### src/rtl/irq_norm_pkg.sv
package irq_norm_pkg;

  // Sense codes held in each line's configuration word.
  localparam logic [2:0] SENSE_LVL_LO = 3'b000;
  localparam logic [2:0] SENSE_FALL   = 3'b010;
  localparam logic [2:0] SENSE_LVL_HI = 3'b100;
  localparam logic [2:0] SENSE_RISE   = 3'b110;
  localparam logic [2:0] SENSE_BOTH   = 3'b111;

  // Byte offsets of the two register ranges.
  localparam int EN_BANK_OFS  = 'h010;
  localparam int CFG_BANK_OFS = 'h110;

  localparam int DATA_W = 32;

  function automatic logic is_edge_code(input logic [2:0] c);
    return (c == SENSE_RISE) || (c == SENSE_FALL) || (c == SENSE_BOTH);
  endfunction

endpackage

### src/rtl/irq_norm_sync.sv
module irq_norm_sync #(
  parameter int WIDTH = 8
) (
  input  logic             clk,
  input  logic             rst,
  input  logic [WIDTH-1:0] d,
  output logic [WIDTH-1:0] q
);

  logic [WIDTH-1:0] stage1;
  logic [WIDTH-1:0] stage2;

  always_ff @(posedge clk) begin
    if (rst) begin
      stage1 <= '0;
      stage2 <= '0;
    end else begin
      stage1 <= d;
      stage2 <= stage1;
    end
  end

  assign q = stage2;

endmodule

### src/rtl/irq_norm_regs.sv
module irq_norm_regs
  import irq_norm_pkg::*;
#(
  parameter int NUM_PINS = 256,
  parameter int ADDR_W   = 12
) (
  input  logic                 clk,
  input  logic                 rst,
  input  logic                 wr,
  input  logic                 rd,
  input  logic [ADDR_W-1:0]    addr,
  input  logic [DATA_W-1:0]    wdata,
  output logic [DATA_W-1:0]    rdata,
  output logic [NUM_PINS-1:0]  en_flat,
  output logic [3*NUM_PINS-1:0] cfg_flat,
  output logic [NUM_PINS-1:0]  cfg_fresh
);

  localparam int NUM_WORDS = (NUM_PINS + DATA_W - 1) / DATA_W;
  localparam int WIDX_W    = ADDR_W - 2;
  localparam int EN_WORD0  = EN_BANK_OFS / 4;
  localparam int CFG_WORD0 = CFG_BANK_OFS / 4;

  logic [WIDX_W-1:0] word_idx;
  logic              aligned;
  logic              en_hit;
  logic              cfg_hit;
  logic [WIDX_W-1:0] en_off;
  logic [WIDX_W-1:0] cfg_off;

  assign word_idx = addr[ADDR_W-1:2];
  assign aligned  = (addr[1:0] == 2'b00);
  assign en_off   = word_idx - WIDX_W'(EN_WORD0);
  assign cfg_off  = word_idx - WIDX_W'(CFG_WORD0);
  assign en_hit   = aligned && (word_idx >= WIDX_W'(EN_WORD0)) &&
                    (word_idx < WIDX_W'(EN_WORD0 + NUM_WORDS));
  assign cfg_hit  = aligned && (word_idx >= WIDX_W'(CFG_WORD0)) &&
                    (word_idx < WIDX_W'(CFG_WORD0 + NUM_PINS));

  logic [DATA_W-1:0] en_words [NUM_WORDS];
  logic [2:0]        cfg_q    [NUM_PINS];

  // Enable bank, one word per 32 lines.
  for (genvar w = 0; w < NUM_WORDS; w++) begin : g_en_word
    always_ff @(posedge clk) begin
      if (rst) begin
        en_words[w] <= '0;
      end else if (wr && en_hit && (en_off == WIDX_W'(w))) begin
        en_words[w] <= wdata;
      end
    end
  end

  // Per-line sense codes and the one-cycle "just written" flag.
  for (genvar p = 0; p < NUM_PINS; p++) begin : g_cfg
    logic hit_p;
    assign hit_p = wr && cfg_hit && (cfg_off == WIDX_W'(p));

    always_ff @(posedge clk) begin
      if (rst) begin
        cfg_q[p]     <= SENSE_LVL_LO;
        cfg_fresh[p] <= 1'b0;
      end else begin
        cfg_fresh[p] <= hit_p;
        if (hit_p) begin
          cfg_q[p] <= wdata[2:0];
        end
      end
    end

    assign cfg_flat[3*p +: 3] = cfg_q[p];
    assign en_flat[p]         = en_words[p / DATA_W][p % DATA_W];
  end

  // Read multiplexer.
  logic [DATA_W-1:0] rd_next;

  always_comb begin
    rd_next = '0;
    for (int w = 0; w < NUM_WORDS; w++) begin
      if (en_hit && (en_off == WIDX_W'(w))) begin
        rd_next = en_words[w];
      end
    end
    for (int p = 0; p < NUM_PINS; p++) begin
      if (cfg_hit && (cfg_off == WIDX_W'(p))) begin
        rd_next = {{(DATA_W-3){1'b0}}, cfg_q[p]};
      end
    end
  end

  always_ff @(posedge clk) begin
    if (rst) begin
      rdata <= '0;
    end else begin
      rdata <= rd ? rd_next : '0;
    end
  end

  // the enable bank is empty once reset has been seen.
  assert_reset_clear_R1: assert property (@(posedge clk)
    rst |=> (en_flat == '0));

  // reads outside both ranges, or misaligned, return zero.
  assert_unmapped_zero_R4: assert property (@(posedge clk) disable iff (rst)
    (rd && !en_hit && !cfg_hit) |=> (rdata == '0));

endmodule

### src/rtl/irq_norm_lane.sv
module irq_norm_lane
  import irq_norm_pkg::*;
(
  input  logic       clk,
  input  logic       rst,
  input  logic       sync_in,
  input  logic [2:0] cfg,
  input  logic       en,
  input  logic       fresh,
  output logic       irq_out
);

  logic hist;
  logic rise_ev;
  logic fall_ev;
  logic cond;

  assign rise_ev = sync_in & ~hist & ~fresh;
  assign fall_ev = ~sync_in & hist & ~fresh;

  always_comb begin
    case (cfg)
      SENSE_LVL_HI: cond = sync_in;
      SENSE_LVL_LO: cond = ~sync_in;
      SENSE_RISE:   cond = rise_ev;
      SENSE_FALL:   cond = fall_ev;
      SENSE_BOTH:   cond = rise_ev | fall_ev;
      default:      cond = 1'b0;
    endcase
  end

  // The history always reloads from the present input, so after a
  // configuration write the detector starts from the current level.
  always_ff @(posedge clk) begin
    if (rst) begin
      hist    <= 1'b0;
      irq_out <= 1'b0;
    end else begin
      hist    <= sync_in;
      irq_out <= en & cond;
    end
  end

  // a disabled line is quiet on the following edge.
  assert_disabled_quiet_R11: assert property (@(posedge clk) disable iff (rst)
    !en |=> !irq_out);

  // undefined codes never raise the output.
  assert_bad_code_quiet_R10: assert property (@(posedge clk) disable iff (rst)
    (cfg != SENSE_LVL_HI && cfg != SENSE_LVL_LO && !is_edge_code(cfg))
      |=> !irq_out);

  // no edge pulse in the cycle after a configuration write.
  assert_fresh_no_edge_R12: assert property (@(posedge clk) disable iff (rst)
    (fresh && is_edge_code(cfg)) |=> !irq_out);

  // a rising-edge pulse lasts exactly one cycle.
  assert_rise_single_R7: assert property (@(posedge clk) disable iff (rst)
    (irq_out && cfg == SENSE_RISE && $stable(cfg)) |=> !irq_out);

  // a falling-edge pulse lasts exactly one cycle.
  assert_fall_single_R8: assert property (@(posedge clk) disable iff (rst)
    (irq_out && cfg == SENSE_FALL && $stable(cfg)) |=> !irq_out);

endmodule

### src/rtl/irq_polarity_norm.sv
module irq_polarity_norm
  import irq_norm_pkg::*;
#(
  parameter int NUM_PINS = 256,
  parameter int ADDR_W   = 12
) (
  input  logic                clk,
  input  logic                rst,
  input  logic                reg_wr,
  input  logic                reg_rd,
  input  logic [ADDR_W-1:0]   reg_addr,
  input  logic [31:0]         reg_wdata,
  output logic [31:0]         reg_rdata,
  input  logic [NUM_PINS-1:0] irq_raw,
  output logic [NUM_PINS-1:0] irq_norm
);

  logic [NUM_PINS-1:0]   en_flat;
  logic [3*NUM_PINS-1:0] cfg_flat;
  logic [NUM_PINS-1:0]   cfg_fresh;
  logic [NUM_PINS-1:0]   raw_sync;

  irq_norm_regs #(
    .NUM_PINS (NUM_PINS),
    .ADDR_W   (ADDR_W)
  ) u_regs (
    .clk       (clk),
    .rst       (rst),
    .wr        (reg_wr),
    .rd        (reg_rd),
    .addr      (reg_addr),
    .wdata     (reg_wdata),
    .rdata     (reg_rdata),
    .en_flat   (en_flat),
    .cfg_flat  (cfg_flat),
    .cfg_fresh (cfg_fresh)
  );

  irq_norm_sync #(
    .WIDTH (NUM_PINS)
  ) u_sync (
    .clk (clk),
    .rst (rst),
    .d   (irq_raw),
    .q   (raw_sync)
  );

  for (genvar p = 0; p < NUM_PINS; p++) begin : g_lane
    irq_norm_lane u_lane (
      .clk     (clk),
      .rst     (rst),
      .sync_in (raw_sync[p]),
      .cfg     (cfg_flat[3*p +: 3]),
      .en      (en_flat[p]),
      .fresh   (cfg_fresh[p]),
      .irq_out (irq_norm[p])
    );
  end

endmodule

### config.mk
export PLATFORM = sky130hd
export DESIGN_NAME = irq_polarity_norm
export DESIGN_NICKNAME = d
export VERILOG_FILES = /design/src/rtl/irq_norm_pkg.sv /design/src/rtl/irq_norm_sync.sv /design/src/rtl/irq_norm_regs.sv /design/src/rtl/irq_norm_lane.sv /design/src/rtl/irq_polarity_norm.sv
export SDC_FILE = /design/constraint.sdc
export NUM_CORES = 2
export LEC_CHECK = 0
export BUFFER_PORTS_ARGS = -buffer_cell sky130_fd_sc_hd__buf_4
export CAP_MARGIN = 20
export CORE_ASPECT_RATIO = 1.4
export CORE_UTILIZATION = 35
export CTS_BUF_LIST = sky130_fd_sc_hd__clkbuf_8
export DETAILED_ROUTE_END_ITERATION = 6
export PLACE_DENSITY = 0.53
export SYNTH_ARGS = -nofsm -noshare
export SYNTH_HDL_FRONTEND = slang
export SYNTH_SLANG_ARGS = --single-unit
### constraint.sdc
create_clock -name clk -period 4.14 [get_ports clk]
set_input_delay 0.414 -clock clk [delete_from_list [all_inputs] [get_ports clk]]
set_output_delay 0.414 -clock clk [all_outputs]
set_load 0.03 [all_outputs]
==> impl_metrics.yaml <==
status:
  status: "finished, violations left"
  failed_checks: "DRC"
route:
  drt-total-wl_um: 587000
  via_per_inst: 5.88
  drt_iter0_drc: 10900
  drtAntennaViolNets: 0
  drt_first_pass_iters: 7
  vias: 82300
  drc: 17
  avgRoutedWirePerCell_um: 41.9
min_path:
  hold_depth: 2
  hp-start: "reg_wdata[1]"
  min_to: "u_regs.cfg_q[1][307]$_SDFFCE_PN0P_"
  holdCritPathClass: "primary input to flip-flop"
critical_path:
  path_max_fanout: 3
  cp_num_buf_inv: 3
  r2r_end: "u_regs.rdata[2]$_SDFF_PP0_"
  cp_top_family: "compound AO/OA/AOI/OAI gates"
  r2r_slack_ns: 0.15
  critPathKind: "flip-flop to flip-flop"
  end_kind: "flip-flop"
  reg2regPathDepth: 12
  cp-start-kind: "flip-flop"
  rr_startpoint: "u_regs.cfg_q[0][83]$_SDFFCE_PN0P_"
  arrival_ns: 4.87
  crit_slowest_cell: "o21ai_0"
  max_stage_delay_ns: 0.86
  crit_top_cell: "o21ai_0"
  worstPathCellList: "mux2i_1 > o21ai_0 > a211oi_1 > o21ai_0 > buf_4 > a21oi_1 > o221ai_1 > buf_4 > a21o_1 > buf_12 > o21ai_0 > a21oi_1"
  worstPathRequired_ns: 5.02
synth:
  synth_xor_area_share_pct: 4.58
  synth_fp_nets: 9256
  synth_compound_area_share_pct: 11.6
  yosys.area_share.simple_pct: 19.4
  synthArstFlopShare_pct: 0
  synthAdderAreaFrac_pct: 0
  synthCells: 8952
  ys.flop_type: "dfxtp_1"
  synth-seq-cells: 2336
  synth_mux_area_share_pct: 1.43
  avgSynthCellArea_um2: 11.0
  synth_top_family_by_area: "simple AND/OR/NAND/NOR gates"
  synth-edff-count: 1024
  yosysWarnings: 0
  synth_area_um2: 98300
  ys_seq_area_share_pct: 58.0
  yosysUniqueCellTypes: 95
clock_tree:
  cts_buffers: 377
  cts_tree: "done"
  ctsRootBufferMaster: "clkbuf_8"
  clkTransAtPathRegs_ns: 0.06
  htreeDepth: 5
  cts_sinks: 2336
  clockBufferDepth: 4
  cts_resized: 0
  clock_latency_ns: 1.10
sta:
  fmax_mhz: 250
  drv_slew: 0
  holdWs_ns: 0.0683
  hold_viol: 0
  setup_violations: 0
  relSlewSlack_pct: 20.5
  skew_ns: 0.107
  worst_pin_slew_ns: 1.19
  rsz0062_at_grt: "false"
  finalCritPeriodShare_pct: 96.5
  finalCriticalPeriod_ns: 3.99
  fin_ws_ns: 0.146
final_layout:
  area_growth_pct: 22.4
  fillers: 26600
  seq_area_um2: 57000
  nets: 10200
  layout-drive-gt1-share_pct: 19.6
  multiInputGateArea_um2: 36700
floorplan:
  io_pins: 592
  core_um2: 279000
  die_h_um: 629
  die-area_um2: 283000
  rows: 229
  fp.dieW_um: 450
  start_util_pct: 35.3
grt:
  antenna_found_initial: 147
  grt_pass1_vias: 79400
  grt-ovfl-total: 0
  grt_pass1_wl_um: 756000
  grt_usage_pct: 40.2
  grt_max_degree: 195
place:
  globalplace.congestion: 1.09
  pre_cts_slack_ns: -0.748
  port_buffers: 591
  dp_hpwl_um: 442000
run:
  cap_violations: 0
power_and_ir_drop:
  irDropWorstVdd_uv: 292
  powerDensity_nw_per_um2: 430
  p_leak_uw: 0.0488
cell usage after synthesis (9+ instances only):
library cell | count | share of area, %
a211oi_1 | 32 | 0.24
a21boi_1 | 11 | 0.084
a21o_1 | 21 | 0.16
a21oi_1 | 206 | 1.0
a221oi_1 | 39 | 0.35
a222oi_1 | 53 | 0.54
a22o_1 | 25 | 0.22
a22oi_1 | 72 | 0.55
a31oi_1 | 30 | 0.19
a32oi_1 | 15 | 0.13
and2_1 | 152 | 0.97
and3_1 | 906 | 5.8
and4b_1 | 258 | 2.6
buf_1 | 61 | 0.23
buf_2 | 92 | 0.47
buf_4 | 260 | 2.0
clkbuf_1 | 601 | 2.3
dfxtp_1 | 1312 | 27
edfxtp_1 | 1024 | 31
mux2_2 | 46 | 0.53
mux2i_1 | 68 | 0.69
mux4_2 | 9 | 0.21
nand2_1 | 173 | 0.66
nand2b_1 | 31 | 0.20
nand3_1 | 334 | 1.7
nor2_1 | 410 | 1.6
nor2b_1 | 794 | 5.1
nor3_1 | 32 | 0.16
o2111ai_1 | 10 | 0.089
o211ai_1 | 27 | 0.21
o21a_1 | 9 | 0.069
o21ai_0 | 724 | 3.7
o21bai_1 | 263 | 2.0
o221ai_1 | 34 | 0.30
o22a_1 | 12 | 0.11
o22ai_1 | 88 | 0.56
o31ai_1 | 11 | 0.084
o32ai_1 | 10 | 0.089
xnor2_1 | 258 | 2.3
xor2_1 | 256 | 2.3
worst max path at each step:
stage / start / endpoint / slack, ns / depth (start not counted)
floorplan: reg_addr[2] / u_regs.en_words[1][0]$_SDFFCE_PN0P_ / 0.48 / 9
global placement: reg_addr[2] / u_regs.rdata[2]$_SDFF_PP0_ / -0.79 / 16
detailed placement: reg_addr[2] / u_regs.rdata[2]$_SDFF_PP0_ / -0.75 / 16
CTS: u_regs.cfg_q[0][83]$_SDFFCE_PN0P_ / u_regs.rdata[2]$_SDFF_PP0_ / 0.10 / 12
global route: u_regs.cfg_q[0][110]$_SDFFCE_PN0P_ / u_regs.rdata[2]$_SDFF_PP0_ / 0.15 / 14
finish: u_regs.cfg_q[0][83]$_SDFFCE_PN0P_ / u_regs.rdata[2]$_SDFF_PP0_ / 0.15 / 12
kinds of logic after synthesis:
group,Yosys count
AND/OR/NAND/NOR,3168
flip-flops,2336
AO/OA/AOI/OAI,1787
buffers and inverters,1024
XOR/XNOR,514
multiplexers,123
per-stage QoR:
step	total power (uW)	setup TNS, ns	cell area, um^2	utilization [%]	instances
finish	51800	0	120000	43.2	14000
global route	53000	0	120000	43.2	13900
CTS	51800	0	120000	43.2	13900
detailed placement	31100	-1.97	110000	39.3	13000
global placement	31100	-2.48	110000	39.3	12900
floorplan	28000	0	98300	-	8952
where the power goes:
| part | switching [uW] | internal, uW | total [uW] |
|---|---|---|---|
| Combinational | 2890 | 1760 | 4650 |
| Clock | 9840 | 10900 | 20700 |
| Sequential | 1460 | 24900 | 26400 |
| Total | 14200 | 37600 | 51800 |
routing by layer:
layer  GRT usage (%)  routed length, um  part of all wire (%)  vias up
met5               0                234                 0.040        -
li1                -                  -                     -    34000
met1            45.6             210000                    36    41500
met3            8.47              47700                   8.1     1555
met2            62.7             265000                    45     5204
met4            38.3              63900                    11       32
what timing repair did:
action                                 4_1_cts  5_1_grt
endpoints found under the hold margin      513        0
hold buffers                               291        0
buffers inserted                             0        0
state kept, by name (all words and copies together), names as in the netlist:
signal                 flops
g_lane.u_lane.hist       256
g_lane.u_lane.irq_out    256
u_regs.cfg_fresh         256
u_regs.cfg_q             768
u_regs.en_words          256
u_regs.rdata              32
u_sync.q                 256
u_sync.stage1            256
final cells by class:
cell class,count,share of cell area (%)
clock buffers,453,5.18
inverters,8,0.0249
multi-input cells,5592,30.5
clock inverters,239,1.22
diodes,69,0.143
flip-flops and latches,2336,47.4
well taps,3696,3.84
repair buffers,1611,11.7
layout by cell type (no fill, tap or decap), drive strengths merged, types with 39 or more instances in the layout:
| cell type | instances |
|---|---|
| buf | 1319 |
| dfxtp | 1312 |
| edfxtp | 1024 |
| and3 | 906 |
| nor2b | 794 |
| o21ai | 731 |
| clkbuf | 454 |
| nor2 | 410 |
| nand3 | 334 |
| dlygate4sd3 | 291 |
| o21bai | 263 |
| and4b | 258 |
| xnor2 | 258 |
| xor2 | 256 |
| a21oi | 206 |
| nand2 | 173 |
| inv | 158 |
| and2 | 154 |
| o22ai | 89 |
| a22oi | 72 |
| diode | 69 |
| mux2i | 68 |
| clkinv | 68 |
| a222oi | 53 |
| mux2 | 46 |
| a221oi | 39 |
Power figures use the tool's default switching activity.
